<file path="src/rtl/conv_rst_pkg.sv">
package conv_rst_pkg;

  typedef enum logic [1:0] {
    ST_HOLD   = 2'd0,
    ST_PRECLK = 2'd1,
    ST_WAIT   = 2'd2,
    ST_RUN    = 2'd3
  } seq_state_t;

  localparam int DIV_W = 10;

  // terminal count of the master-mode divider (ratio - 1)
  function automatic logic [DIV_W-1:0] ratio_limit(input logic [2:0] code);
    logic [DIV_W-1:0] lim;
    case (code)
      3'd0:    lim = DIV_W'(127);
      3'd1:    lim = DIV_W'(191);
      3'd2:    lim = DIV_W'(255);
      3'd3:    lim = DIV_W'(383);
      3'd4:    lim = DIV_W'(511);
      3'd5:    lim = DIV_W'(767);
      default: lim = DIV_W'(255);
    endcase
    return lim;
  endfunction

endpackage

</file>
<file path="src/rtl/sync_bank.sv">
module sync_bank #(
  parameter int WIDTH  = 3,
  parameter int STAGES = 2
) (
  input  logic             clk,
  input  logic             arst_n,
  input  logic [WIDTH-1:0] d,
  output logic [WIDTH-1:0] q
);

  logic [WIDTH-1:0] pipe [STAGES];

  genvar g;
  generate
    for (g = 0; g < STAGES; g++) begin : g_stage
      always_ff @(posedge clk or negedge arst_n) begin
        if (!arst_n) begin
          pipe[g] <= '0;
        end else if (g == 0) begin
          pipe[g] <= d;
        end else begin
          pipe[g] <= pipe[(g > 0) ? g-1 : 0];
        end
      end
    end
  endgenerate

  assign q = pipe[STAGES-1];

endmodule

</file>
<file path="src/rtl/tick_gen.sv">
module tick_gen
  import conv_rst_pkg::*;
(
  input  logic       clk,
  input  logic       arst_n,
  input  logic       is_master,
  input  logic [2:0] ratio_sel,
  input  logic       lr_tick,
  output logic       tick
);

  logic [DIV_W-1:0] div_cnt, div_cnt_n, div_lim;
  logic             div_hit;

  assign div_lim = ratio_limit(ratio_sel);
  assign div_hit = (div_cnt >= div_lim);

  always_comb begin
    div_cnt_n = div_cnt;
    if (!is_master)   div_cnt_n = '0;
    else if (div_hit) div_cnt_n = '0;
    else              div_cnt_n = div_cnt + 1'b1;
  end

  always_ff @(posedge clk or negedge arst_n) begin
    if (!arst_n) div_cnt <= '0;
    else         div_cnt <= div_cnt_n;
  end

  assign tick = is_master ? div_hit : lr_tick;

endmodule

</file>
<file path="src/rtl/seq_fsm.sv">
module seq_fsm
  import conv_rst_pkg::*;
#(
  parameter int PRE_CLKS        = 3,
  parameter int RELEASE_PERIODS = 1116,
  parameter int PDN_PERIODS     = 65536
) (
  input  logic clk,
  input  logic arst_n,
  input  logic ext_ok,
  input  logic sup_ok,
  input  logic tick,
  output logic conv_rst,
  output logic zero_gate,
  output logic data_valid,
  output logic pdn
);

  localparam int PRE_W = $clog2(PRE_CLKS + 1);
  localparam int REL_W = $clog2(RELEASE_PERIODS + 1);
  localparam int CNT_W = (PRE_W > REL_W) ? PRE_W : REL_W;
  localparam int PDN_W = $clog2(PDN_PERIODS + 2);

  seq_state_t       st, st_n;
  logic [CNT_W-1:0] cnt, cnt_n;
  logic [PDN_W-1:0] pd_cnt, pd_cnt_n;
  logic             pdn_q, pdn_n;
  logic             all_ok;

  assign all_ok = ext_ok & sup_ok;

  always_comb begin
    st_n  = st;
    cnt_n = cnt;
    case (st)
      ST_HOLD: begin
        st_n  = ST_PRECLK;
        cnt_n = '0;
      end
      ST_PRECLK: begin
        if (cnt == CNT_W'(PRE_CLKS - 1)) begin
          st_n  = ST_WAIT;
          cnt_n = '0;
        end else begin
          cnt_n = cnt + 1'b1;
        end
      end
      ST_WAIT: begin
        if (tick) begin
          if (cnt == CNT_W'(RELEASE_PERIODS - 1)) st_n = ST_RUN;
          else                                    cnt_n = cnt + 1'b1;
        end
      end
      default: st_n = ST_RUN;
    endcase
    if (!all_ok) begin
      st_n  = ST_HOLD;
      cnt_n = '0;
    end
  end

  always_comb begin
    pd_cnt_n = pd_cnt;
    pdn_n    = pdn_q;
    if (ext_ok) begin
      pd_cnt_n = '0;
      pdn_n    = 1'b0;
    end else if (tick && !pdn_q) begin
      if (pd_cnt == PDN_W'(PDN_PERIODS)) pdn_n    = 1'b1;
      else                               pd_cnt_n = pd_cnt + 1'b1;
    end
  end

  always_ff @(posedge clk or negedge arst_n) begin
    if (!arst_n) begin
      st     <= ST_HOLD;
      cnt    <= '0;
      pd_cnt <= '0;
      pdn_q  <= 1'b0;
    end else begin
      st     <= st_n;
      cnt    <= cnt_n;
      pd_cnt <= pd_cnt_n;
      pdn_q  <= pdn_n;
    end
  end

  assign conv_rst   = (st == ST_HOLD) || (st == ST_PRECLK);
  assign zero_gate  = (st != ST_RUN);
  assign data_valid = (st == ST_RUN);
  assign pdn        = pdn_q;

endmodule

</file>
<file path="src/rtl/conv_rst_seq.sv">
module conv_rst_seq #(
  parameter int PRE_CLKS        = 3,
  parameter int RELEASE_PERIODS = 1116,
  parameter int PDN_PERIODS     = 65536,
  parameter int SYNC_STAGES     = 2
) (
  input  logic       clk,
  input  logic       arst_n,
  input  logic       ext_rst_n,
  input  logic       vlo_ok,
  input  logic       vhi_ok,
  input  logic       is_master,
  input  logic [2:0] ratio_sel,
  input  logic       lr_tick,
  output logic       conv_rst,
  output logic       zero_gate,
  output logic       data_valid,
  output logic       pdn
);

  localparam int NSYNC = 3;

  logic [NSYNC-1:0] raw_in, synced;
  logic             tick;

  assign raw_in = {ext_rst_n, vlo_ok, vhi_ok};

  sync_bank #(.WIDTH(NSYNC), .STAGES(SYNC_STAGES)) u_sync (
    .clk    (clk),
    .arst_n (arst_n),
    .d      (raw_in),
    .q      (synced)
  );

  tick_gen u_tick (
    .clk       (clk),
    .arst_n    (arst_n),
    .is_master (is_master),
    .ratio_sel (ratio_sel),
    .lr_tick   (lr_tick),
    .tick      (tick)
  );

  seq_fsm #(
    .PRE_CLKS        (PRE_CLKS),
    .RELEASE_PERIODS (RELEASE_PERIODS),
    .PDN_PERIODS     (PDN_PERIODS)
  ) u_fsm (
    .clk        (clk),
    .arst_n     (arst_n),
    .ext_ok     (synced[2]),
    .sup_ok     (synced[1] & synced[0]),
    .tick       (tick),
    .conv_rst   (conv_rst),
    .zero_gate  (zero_gate),
    .data_valid (data_valid),
    .pdn        (pdn)
  );

endmodule

</file>
<file path="config.mk">
export PLATFORM = sky130hd
export DESIGN_NAME = conv_rst_seq
export DESIGN_NICKNAME = d
export VERILOG_FILES = /design/src/rtl/conv_rst_pkg.sv /design/src/rtl/sync_bank.sv /design/src/rtl/tick_gen.sv /design/src/rtl/seq_fsm.sv /design/src/rtl/conv_rst_seq.sv
export SDC_FILE = /design/constraint.sdc
export NUM_CORES = 1
export LEC_CHECK = 0
export ABC_AREA = 1
export BUFFER_PORTS_ARGS = -buffer_cell sky130_fd_sc_hd__buf_4
export CAP_MARGIN = 20
export CORE_MARGIN = 3
export CORE_UTILIZATION = 33
export CTS_CLUSTER_DIAMETER = 150
export DETAILED_ROUTE_END_ITERATION = 16
export HOLD_SLACK_MARGIN = 0.05
export SYNTH_ARGS = -nofsm -noshare
export SYNTH_HDL_FRONTEND = slang
export SYNTH_SLANG_ARGS = --single-unit
</file>
<file path="constraint.sdc">
create_clock -name clk -period 2.25 [get_ports clk]
set_input_delay 0 -clock clk [delete_from_list [all_inputs] [get_ports clk]]
set_output_delay 0 -clock clk [all_outputs]
set_load 0.02 [all_outputs]
</file>
# Yosys cells after proc, flatten, opt, wreduce, memory -nomap -nowiden
# Cells that the tools add are included.
# Widths: inputs -> output; s select.
# op_classes
add_sub_neg	3
n_lt_le_gt_ge	1
n_eq_ne	17
mux	20
n_bitwise	2
n_reduce_logical	11
# op_table
op	count
$mux 17	3
$pmux 10 s5	1
$mux 11	4
$pmux 11 s3	1
$mux 10	2
$add 17x1->17 const B	1
$eq 17x17->1 const B	1
$add 11x1->11 const B	1
$eq 11x11->1 const B	1
$eq 11x2->1 const B	1
$add 10x1->10 const B	1
$ge 10x10->1	1
$ne 3x3->1 const B	3
$mux 2	4
$eq 3x3->1 const B	2
$pmux 2 s3	1
$reduce_and 3->1	2
$eq 2x2->1 const B	2
$mux 1	4
$ne 2x2->1 const B	2
$ne 4x4->1 const B	1
$reduce_and 2->1	2
$reduce_bool 2->1	2
$eq 3x1->1 const B	1
other kinds (9)	10
# totals
reg_bits	47
inputBits	10
out_inout_bits	4
word_cells	61

# Logic depth before layout (Yosys ltp)
# Gate-level depths: netlist (run 1).
# logic_depth
depth_word	7
depth_mapped	15
depth_no_buf	15

# By module
# A second synthesis (run 1) with hierarchy kept.
# hier_totals
cells_unflattened	432
area_unflattened_um2	3128.0
# modules_own_cells
mod	n_inst	cells_each	area_per_inst_um2	seq_area_each_um2
seq_fsm	1	327	2228.4	775.7
tick_gen	1	94	719.4	250.2
sync_bank	1	9	172.7	150.1
conv_rst_seq	1	2	7.5	0.0

# Worst setup path before layout (run 1)
# OpenSTA, ideal clock, no wires.
# synth_timing
path_kind	reg-to-reg
start	register u_tick.div_cnt[9]
end	register u_fsm.pd_cnt[12]
setup_ns	0.076
t_arrival_ns	1.597
t_required_ns	2.174
slack_ns	0.577
path_stages_with_launch	12
n_path_buf	1
period_less_slack_ns	1.673
path_cell_list	dfrtp_1 ha_1 nand2_1 nor2_1 nor2_1 nand3_4 nand2_4 nand2_4 nand2_4 buf_6 nand2_2 o21ai_1
# synth_via
elab_chain_cells	5
# synth_lines
element	line_no	text
start, declared	tick_gen.sv:12	logic [DIV_W-1:0] div_cnt, div_cnt_n, div_lim;
start signal, assigned	tick_gen.sv:27	else div_cnt <= div_cnt_n;
$ge 10x10->1	tick_gen.sv:16	assign div_hit = (div_cnt >= div_lim);
$mux 1	tick_gen.sv:30	assign tick = is_master ? div_hit : lr_tick;
$logic_and 1x1->1	seq_fsm.sv:68	end else if (tick && !pdn_q) begin
$reduce_bool 2->1 (no line)	-	
$reduce_and 2->1 (no line)	-	
end signal, assigned	seq_fsm.sv:83	pd_cnt <= pd_cnt_n;
end, declared	seq_fsm.sv:26	logic [PDN_W-1:0] pd_cnt, pd_cnt_n;
# No other way between the ends.
# A chain may end at the register's enable or synchronous reset.

# Worst setup path after layout (run 1)
# layout_timing
start	register u_tick.div_cnt[9]
end	register u_fsm.pd_cnt[9]
# The elaborated chain is that of the path after synthesis.

==> flow_metrics.env, run 1 <==
export IMPL_antennaDiodeCount=0
export IMPL_max_freq_ghz=0.509
export IMPL_final_cells=536
export IMPL_maxSlewHeadroom=0.602
export IMPL_synthesis_nets=430
export IMPL_tns_ns=0
export IMPL_max_cap_violations=0
export IMPL_hpwl_um=4570
export IMPL_r2r_cells=10
export IMPL_cts_htree_levels=2
export IMPL_drive_above_1_share=0.159
export IMPL_hold_start="lr_tick"
export IMPL_layout_commonest_cell="nand2_1"
export IMPL_start_util=0.345
export IMPL_antenna_found_initial=0
export IMPL_drv_slew=0
export IMPL_drt_pre_antenna_iters=4
export IMPL_synthCells=407
export IMPL_clkSinkCount=47
export IMPL_power_switching_uw=460
export IMPL_ios=14
export IMPL_viasPerCell=4.71
export IMPL_reg2reg_from="u_tick.div_cnt[9]"
export IMPL_place_gp_congestion=0.848
export IMPL_grt_pass1_wl_um=10900
export IMPL_critPathArrivalTime_ns=2.18
export IMPL_num_nets_final=450
export IMPL_finClkSkew_ns=0.00889
export IMPL_min_path_cells=4
export IMPL_grt_max_degree=48
export IMPL_rsz0062_at_grt="false"
export IMPL_multi_input_comb_area_sq_um=1640
export IMPL_holdPathEnd="u_fsm.pdn"
export IMPL_cts_repair_resized=0
export IMPL_cp_start_kind="flip-flop"
export IMPL_drc=0
export IMPL_place_port_buffers=13
export IMPL_critPathKind="reg2reg"
export IMPL_cts_tree="yes"
export IMPL_die_h_um=102
export IMPL_power_per_cell_area_nw_per_um2=476
export IMPL_worst_path_max_fanout=18
export IMPL_synth_warnings=0
export IMPL_combPwrFrac=0.091
export IMPL_power_mw=1.62
export IMPL_ys_types=29
export IMPL_final_cell_mix="nand2_1 (107), nor2_1 (57), dfrtp_1 (47)"
export IMPL_status="completed"
export IMPL_drt_iter0_drc=104
export IMPL_track_usage=0.130
export IMPL_ant_nets=0
export IMPL_timing_final_crit_share=0.873
export IMPL_vias=2523
export IMPL_post_dp_cell_area_sq_um=3260
export IMPL_reg2reg_slack_ns=0.28
export IMPL_grt_overflow=0
export IMPL_ys_seq_area_frac=0.386
export IMPL_post_cts_buffers=0
export IMPL_stdcell_area_sq_um=3400
export IMPL_clkPwrFrac=0.365
export IMPL_p_int_mw=1.16
export IMPL_worstMarginPinSlew_ns=0.597
export IMPL_wl_um=6110
export IMPL_power_leakage_nw=1.52
export IMPL_cts_root_buf="clkbuf_8"
export IMPL_regArea_sq_um=1180
export IMPL_required_ns=2.46
export IMPL_clk_path_buf_depth=2
export IMPL_final_hold_viol_count=0
export IMPL_p_sw_frac=0.285
export IMPL_wire_per_inst_um=11.4
export IMPL_end_kind="flip-flop"
export IMPL_min_period_ns=1.97
export IMPL_die_area_sq_um=10400
export IMPL_clk_latency_ns=0.32
export IMPL_coreArea_sq_um=8850
export IMPL_row_count=34
export IMPL_min_path_type="in2reg"
export IMPL_numCtsBuffers=5
export IMPL_setup_violations_final=0
export IMPL_ir_worst_vdd_v=0.000296
export IMPL_syn_area_sq_um=3050
export IMPL_grt_pass1_vias=2389
export IMPL_timing_rr_end="u_fsm.pd_cnt[9]"
export IMPL_synth_avg_cell_area_sq_um=7.49
export IMPL_dp_cells=524
export IMPL_ys_ff_latch=47
export IMPL_path_clk_slew_ns=0.11
export IMPL_seq_power_share=0.544
export IMPL_syn2layout_area_growth_pct=11.4
export IMPL_nFillCells=941
export IMPL_fp_dieW_um=102
==> cell families (layout without fill, tap and decap cells) <==
kind of cell,after synthesis,in the layout,share of synthesized area
flip-flops,47,47,0.386
adder cells (fa/ha/maj),13,13,0.0533
buffers and inverters,53,74,0.0755
AO/OA/AOI/OAI,43,43,0.0923
AND/OR/NAND/NOR,237,237,0.353
XOR/XNOR,14,14,0.0402
==> sequential cells by signal, summed over array words and instances, names as in the netlist <==
name / count
u_sync.pipe: 3
u_fsm.pd_cnt: 17
u_tick.div_cnt: 10
u_fsm.st: 2
u_sync.q: 3
u_fsm.cnt: 11
u_fsm.pdn: 1
==> cells in the mapped netlist (all sizes together) <==
| master | n | area share |
|---|---|---|
| nor2 | 58 | 0.074 |
| clkbuf | 1 | 0.0012 |
| o211ai | 2 | 0.0049 |
| nand2 | 128 | 0.18 |
| inv | 47 | 0.058 |
| o21ai | 32 | 0.070 |
| nand3b | 1 | 0.0025 |
| or2 | 6 | 0.012 |
| ha | 13 | 0.053 |
| dfrtp | 47 | 0.39 |
| xnor2 | 5 | 0.014 |
| a21oi | 5 | 0.0082 |
| o21bai | 3 | 0.0074 |
| buf | 5 | 0.016 |
| xor2 | 9 | 0.026 |
| nor3 | 5 | 0.0082 |
| nand4 | 8 | 0.016 |
| a31oi | 1 | 0.0021 |
| nand3 | 29 | 0.053 |
| nor3b | 2 | 0.0049 |
==> repair_timing <==
item                                   in CTS  in global routing
hold buffers                                4                  0
endpoints found under the hold margin      50                  0
setup endpoints to repair                   0                  0
==> layer usage <==
layer  part of all wire  track usage
met3              0.028       0.0307
met2               0.47        0.201
met1               0.49        0.180
met4              0.010       0.0424
met5                  0            0
==> final cells by class <==
cell class | count | area share
multi-input combinational | 307 | 0.484
sequential | 47 | 0.346
inverter | 47 | 0.0520
timing repair buffer | 19 | 0.0486
tap | 108 | 0.0398
clock buffer | 5 | 0.0203
clock inverter | 3 | 0.00921
==> power groups by stage <==
stage	Sequential [mW]	Combinational [mW]	Clock [mW]
floorplan	0.892	0.0947	0
global placement	0.896	0.142	0
detailed placement	0.897	0.145	0
CTS	0.880	0.152	0.618
global route	0.884	0.171	0.649
finish	0.880	0.147	0.590
==> per-stage QoR <==
step | utilization | setup slack (ns) | hold slack [ns]
floorplan | - | 0.577 | -0.296
global placement | 0.368 | 0.331 | 0.0571
detailed placement | 0.368 | 0.254 | 0.0594
CTS | 0.384 | 0.268 | 0.111
global route | 0.384 | 0.125 | 0.135
finish | 0.384 | 0.285 | 0.117
==> worst max-delay path by stage <==
stage,startpoint,endpoint,slack [ns],depth (start not counted)
global placement,ratio_sel[2],u_fsm.pd_cnt[9],0.33,13
global route,u_tick.div_cnt[8],u_fsm.cnt[5],0.13,11
CTS,u_tick.div_cnt[9],u_fsm.pd_cnt[9],0.27,10
floorplan,u_tick.div_cnt[9],u_fsm.pd_cnt[12],0.58,11
finish,u_tick.div_cnt[9],u_fsm.pd_cnt[9],0.28,10
detailed placement,ratio_sel[2],u_fsm.pd_cnt[9],0.25,13
==> worst max-delay path, stage by stage, from the launching register on <==
cell and delay, ns:
dfrtp_1 0.41, ha_1 0.31, nand2_1 0.09, nor2_1 0.04, nor2_1 0.18, nand3_4 0.17, nand2_4 0.13, nand2_4 0.05
nand2_4 0.19, buf_12 0.20, o21ai_1 0.08
(Power assumes the default switching activity.)
==> inputs of run 2 (changes only) <==
Settings changed: CORE_UTILIZATION 33 to 35, GPL_TIMING_DRIVEN set to 0.
==> flow_metrics.env, run 2 (synthesis gave the netlist of run 1 again) <==
export IMPL_num_nets_final=454
export IMPL_clk_path_buf_depth=2
export IMPL_cts_root_buf="clkbuf_8"
export IMPL_min_path_type="in2reg"
export IMPL_row_count=33
export IMPL_critPathKind="reg2reg"
export IMPL_ant_nets=0
export IMPL_dp_cells=525
export IMPL_clk_latency_ns=0.30
export IMPL_antennaDiodeCount=0
export IMPL_cts_tree="yes"
export IMPL_cpPeakStageDelay_ns=0.41
export IMPL_critPathArrivalTime_ns=2.17
export IMPL_critPathBufInv=1
export IMPL_grt_max_degree=48
export IMPL_die_h_um=99.3
export IMPL_worst_path_max_fanout=10
export IMPL_final_hold_viol_count=0
export IMPL_start_util=0.366
export IMPL_max_freq_ghz=0.513
export IMPL_hpwl_um=4580
export IMPL_power_mw=1.67
export IMPL_fin_hold_ws_ns=0.122
export IMPL_grt_pass1_vias=2459
export IMPL_final_cell_mix="nand2_1 (107), nor2_1 (57), dfrtp_1 (47)"
export IMPL_cp_start_kind="flip-flop"
export IMPL_cp_depth=11
export IMPL_top_register="u_fsm.pd_cnt"
export IMPL_wire_per_inst_um=11.5
export IMPL_utilization=0.412
export IMPL_antenna_found_initial=0
export IMPL_finClkSkew_ns=0.0107
export IMPL_ios=14
export IMPL_track_usage=0.135
export IMPL_cp_top_family="simple AND/OR/NAND/NOR gates"
export IMPL_fin_ws_ns=0.301
export IMPL_numCtsBuffers=5
export IMPL_largest_register_ffs=17
export IMPL_end_kind="flip-flop"
export IMPL_worstMarginPinSlew_ns=0.593
export IMPL_cts_htree_levels=2
export IMPL_cts_repair_resized=0
export IMPL_reg2reg_from="u_tick.div_cnt[9]"
export IMPL_status="completed"
export IMPL_dp_slack_ns=0.303
export IMPL_path_clk_slew_ns=0.10
export IMPL_syn2layout_area_growth_pct=12.6
export IMPL_grt_pass1_wl_um=11100
export IMPL_top_regs="u_fsm.pd_cnt (17), u_fsm.cnt (11), u_tick.div_cnt (10)"
export IMPL_wl_um=6180
export IMPL_ir_worst_vdd_v=0.000306
export IMPL_maxSlewHeadroom=0.605
export IMPL_coreArea_sq_um=8340
export IMPL_tns_ns=0
export IMPL_timing_final_crit_share=0.866
export IMPL_place_gp_congestion=0.856
export IMPL_required_ns=2.47
export IMPL_viasPerCell=4.76
export IMPL_vias=2557
export IMPL_cts_hold_buf=4
export IMPL_drc=0
export IMPL_r2r_cells=11
export IMPL_reg2reg_slack_ns=0.30
export IMPL_post_dp_cell_area_sq_um=3280
export IMPL_holdPathEnd="u_fsm.pdn"
export IMPL_min_period_ns=1.95
export IMPL_path_cells="ha_1, nand2_1, nor2_1, nor2_1, nand3_4, nand2_4, nand2_2, nand2_4, buf_6, nand2_1, o21ai_1"
export IMPL_timing_rr_end="u_fsm.cnt[1]"
export IMPL_drv_slew=0
export IMPL_rsz0062_at_grt="false"
export IMPL_grt_overflow=0
export IMPL_final_cells=537
export IMPL_drive_above_1_share=0.164
export IMPL_max_cap_violations=0
export IMPL_drt_iter0_drc=69
export IMPL_power_per_cell_area_nw_per_um2=487
export IMPL_die_area_sq_um=9870
export IMPL_setup_violations_final=0
export IMPL_layout_commonest_cell="nand2_1"
export IMPL_power_leakage_nw=1.55
export IMPL_drt_pre_antenna_iters=4
export IMPL_nFillCells=871
export IMPL_fp_dieW_um=99.3
export IMPL_stdcell_area_sq_um=3430
export IMPL_cp_slowest_cell="dfrtp_1"
export IMPL_post_cts_buffers=0
export IMPL_place_port_buffers=13
export IMPL_hold_start="lr_tick"
export IMPL_min_path_cells=4
export IMPL_clkSinkCount=47
run 2: changes by cell type in the layout (fill, tap and decap cells not counted):
cell / previous run / this run
buf_6: 0 / 4
inv_8: 2 / 0
buf_12: 1 / 0
buf_2: 0 / 1
buf_4: 14 / 13
bufinv_16: 0 / 1
clkbuf_1: 0 / 1
clkinv_4: 0 / 1
run 2: cell type report:
cell class	instances	area [sq um]	share of cell area
Inverter	47	176	0.0514
Timing Repair Buffer	17	138	0.0401
Tap cell	105	131	0.0383
Clock inverter	3	47.5	0.0138
Clock buffer	5	68.8	0.0200
Sequential cell	47	1180	0.342
Buffer	6	53.8	0.0157
Multi-Input combinational cell	307	1640	0.478
run 2: worst min-delay path, cell delays in order:
cell	delay, ns
buf_4	0.07
or2_2	0.12
nand2_4	0.08
a21oi_1	0.12
run 2: power by group:
group | switching, mW | total [mW] | internal, mW
sequential | 0.0184 | 0.881 | 0.862
clock | 0.301 | 0.638 | 0.337
combinational | 0.0960 | 0.153 | 0.0571
total | 0.415 | 1.67 | 1.26
run 2: how the worst max path moves through the flow:
stage | startpoint | to
3_5_place_dp | u_tick.div_cnt[9] | u_fsm.cnt[1]
6_report | u_tick.div_cnt[9] | u_fsm.cnt[1]
4_1_cts | u_tick.div_cnt[9] | u_fsm.cnt[1]
2_1_floorplan | u_tick.div_cnt[9] | u_fsm.pd_cnt[12]
5_1_grt | u_tick.div_cnt[9] | u_fsm.cnt[0]
3_3_place_gp | u_tick.div_cnt[9] | u_fsm.cnt[0]
run 2: routing by layer:
layer / vias up / share of wire / GRT usage
li1: 1339 / - / -
met5: - / 0 / 0
met1: 1183 / 0.50 / 0.186
met3: 4 / 0.025 / 0.0245
met2: 31 / 0.46 / 0.223
met4: 0 / 0.0084 / 0.0294
==> inputs of run 3 (changes only) <==
Settings changed: ABC_AREA 1 to unset.
==> flow_metrics.env, run 3 <==
export IMPL_status="completed"
export IMPL_cp_slowest_cell="or4b_4"
export IMPL_ys_types=55
export IMPL_p_sw_frac=0.242
export IMPL_min_period_ns=2.21
export IMPL_cts_htree_levels=2
export IMPL_largest_register_ffs=17
export IMPL_place_gp_congestion=0.902
export IMPL_critPathKind="reg2reg"
export IMPL_synth_area_top_cells="dfrtp_1 (43%), ha_1 (5.9%), a22o_1 (4.1%)"
export IMPL_row_count=31
export IMPL_grt_pass1_wl_um=10800
export IMPL_coreArea_sq_um=7450
export IMPL_synth_ff_type="dfrtp_1"
export IMPL_maxSlewHeadroom=0.460
export IMPL_viasPerCell=5.62
export IMPL_nFillCells=714
export IMPL_path_cells="ha_4, and3_4, a221oi_4, buf_4, a211o_4, or4b_4, a21oi_2"
export IMPL_start_util=0.371
export IMPL_hpwl_um=4100
export IMPL_syn2layout_area_growth_pct=23.3
export IMPL_antennaDiodeCount=0
export IMPL_cts_tree="yes"
export IMPL_required_ns=2.50
export IMPL_ys_ff_latch=47
export IMPL_wire_per_inst_um=15.1
export IMPL_max_cap_violations=0
export IMPL_ir_worst_vdd_v=0.000452
export IMPL_grt_overflow=0
export IMPL_vias=2333
export IMPL_top_register="u_fsm.pd_cnt"
export IMPL_wl_um=6290
export IMPL_clkPwrFrac=0.395
export IMPL_grt_max_degree=48
export IMPL_layout_commonest_cell="dfrtp_1"
export IMPL_worstMarginPinSlew_ns=0.808
export IMPL_clkSinkCount=47
export IMPL_p_int_mw=1.28
export IMPL_ios=14
export IMPL_synthTopCellsByCount="dfrtp_1 (47), nor2_1 (27), nand2_1 (21)"
export IMPL_num_nets_final=338
export IMPL_timing_final_crit_share=0.984
export IMPL_clk_path_buf_depth=2
export IMPL_synth_warnings=0
export IMPL_synth_most_common_cell="dfrtp_1"
export IMPL_final_hold_viol_count=0
export IMPL_drt_pre_antenna_iters=4
export IMPL_drc=0
export IMPL_setup_violations_final=0
export IMPL_drt_iter0_drc=123
export IMPL_fp_dieW_um=94.8
export IMPL_cp_top_family="simple AND/OR/NAND/NOR gates"
export IMPL_fin_hold_ws_ns=0.213
export IMPL_synthesis_nets=299
export IMPL_die_area_sq_um=9000
export IMPL_power_leakage_nw=1.47
export IMPL_post_dp_cell_area_sq_um=2990
export IMPL_finClkSkew_ns=0.0119
export IMPL_max_freq_ghz=0.452
export IMPL_drive_above_1_share=0.218
export IMPL_synth_top_cell_by_area="dfrtp_1"
export IMPL_power_per_cell_area_nw_per_um2=498
export IMPL_synthCells=276
export IMPL_worst_path_max_fanout=4
export IMPL_grt_pass1_vias=2307
export IMPL_track_usage=0.151
export IMPL_cts_root_buf="clkbuf_8"
export IMPL_antenna_found_initial=0
export IMPL_synthArstFlopShare=1.00
export IMPL_place_port_buffers=13
export IMPL_stdcell_area_sq_um=3410
export IMPL_seq_power_share=0.513
export IMPL_numCtsBuffers=5
export IMPL_final_cell_mix="dfrtp_1 (47), nor2_1 (27), buf_4 (27)"
export IMPL_synth_avg_cell_area_sq_um=10.0
export IMPL_top_regs="u_fsm.pd_cnt (17), u_fsm.cnt (11), u_tick.div_cnt (10)"
export IMPL_synth_edf_count=0
export IMPL_critPathArrivalTime_ns=2.46
export IMPL_netlist_area_leader_share=0.426
export IMPL_clk_latency_ns=0.31
export IMPL_power_switching_uw=410
export IMPL_multi_input_comb_area_sq_um=1650
export IMPL_cpPeakStageDelay_ns=0.52
export IMPL_syn_area_sq_um=2760
export IMPL_regArea_sq_um=1180
export IMPL_min_path_type="in2async"
export IMPL_ys_seq_area_frac=0.426
export IMPL_end_kind="flip-flop"
export IMPL_path_clk_slew_ns=0.09
export IMPL_cp_start_kind="flip-flop"
export IMPL_combPwrFrac=0.092
export IMPL_rsz0062_at_grt="true"
export IMPL_die_h_um=94.8
export IMPL_drv_slew=0
export IMPL_ant_nets=0
export IMPL_critPathBufInv=1
==> run 3: power groups by stage <==
stage	Clock [mW]	Combinational, mW	Sequential [mW]
floorplan	0	0.0724	0.883
global placement	0	0.124	0.885
detailed placement	0	0.126	0.886
CTS	0.684	0.144	0.869
global route	0.713	0.174	0.872
finish	0.669	0.156	0.869
==> run 3: final timing paths <==
check	start	to	slack, ns	depth (start not counted)
max	u_tick.div_cnt[8]	u_fsm.pd_cnt[14]	0.04	7
min	arst_n	u_fsm.pd_cnt[4]	0.21	2
max reg2reg	u_tick.div_cnt[8]	u_fsm.pd_cnt[14]	0.04	7
min reg2reg	u_sync.pipe[5]	u_sync.q[2]	0.35	0
max in group asynchronous	arst_n	u_fsm.pd_cnt[9]	1.60	2
min in group clk	is_master	u_tick.div_cnt[4]	0.26	5
==> run 3: kinds of logic after synthesis <==
kind of cell	count (synthesis)	share of synthesized area
xor+xnor	8	0.0254
buf+inv	17	0.0263
flops	47	0.426
fa+ha+maj	13	0.0589
compound gates	63	0.194
mux	5	0.0208
simple gates	123	0.249
==> run 3: cell type report <==
class                           count  area share
Clock inverter                      2      0.0103
Multi-Input combinational cell    212       0.484
Inverter                           10      0.0110
Tap cell                           99      0.0364
Timing Repair Buffer               32      0.0746
Clock buffer                        6      0.0242
Sequential cell                    47       0.345
Buffer                              7      0.0143
==> run 3: routing by layer <==
| metal | routed length [um] | vias up | track usage | part of all wire |
|---|---|---|---|---|
| li1 | - | 1131 | - | - |
| met3 | 284 | 6 | 0.0271 | 0.045 |
| met1 | 2870 | 1146 | 0.206 | 0.46 |
| met5 | 0 | - | 0 | 0 |
| met4 | 97 | 0 | 0.0505 | 0.015 |
| met2 | 3030 | 50 | 0.243 | 0.48 |
==> run 3: repair_timing <==
item,CTS,global route
endpoints found under the hold margin,50,0
hold buffers,4,0
setup buffers,6,9
pin swaps,2,20
endpoints found under the setup margin,17,27
gates resized for setup,7,21
==> run 3: stage by stage <==
stage / std cells / total power [mW] / setup WS, ns / setup TNS, ns / utilization
finish: 415 / 1.69 / 0.0354 / 0 / 0.457
global placement: 388 / 1.01 / -0.464 / -7.35 / 0.401
CTS: 406 / 1.70 / 0.00268 / 0 / 0.433
global route: 415 / 1.76 / -0.0289 / -0.0976 / 0.457
detailed placement: 388 / 1.01 / -0.465 / -7.60 / 0.401
floorplan: 276 / 0.956 / -0.0149 / -0.0292 / -
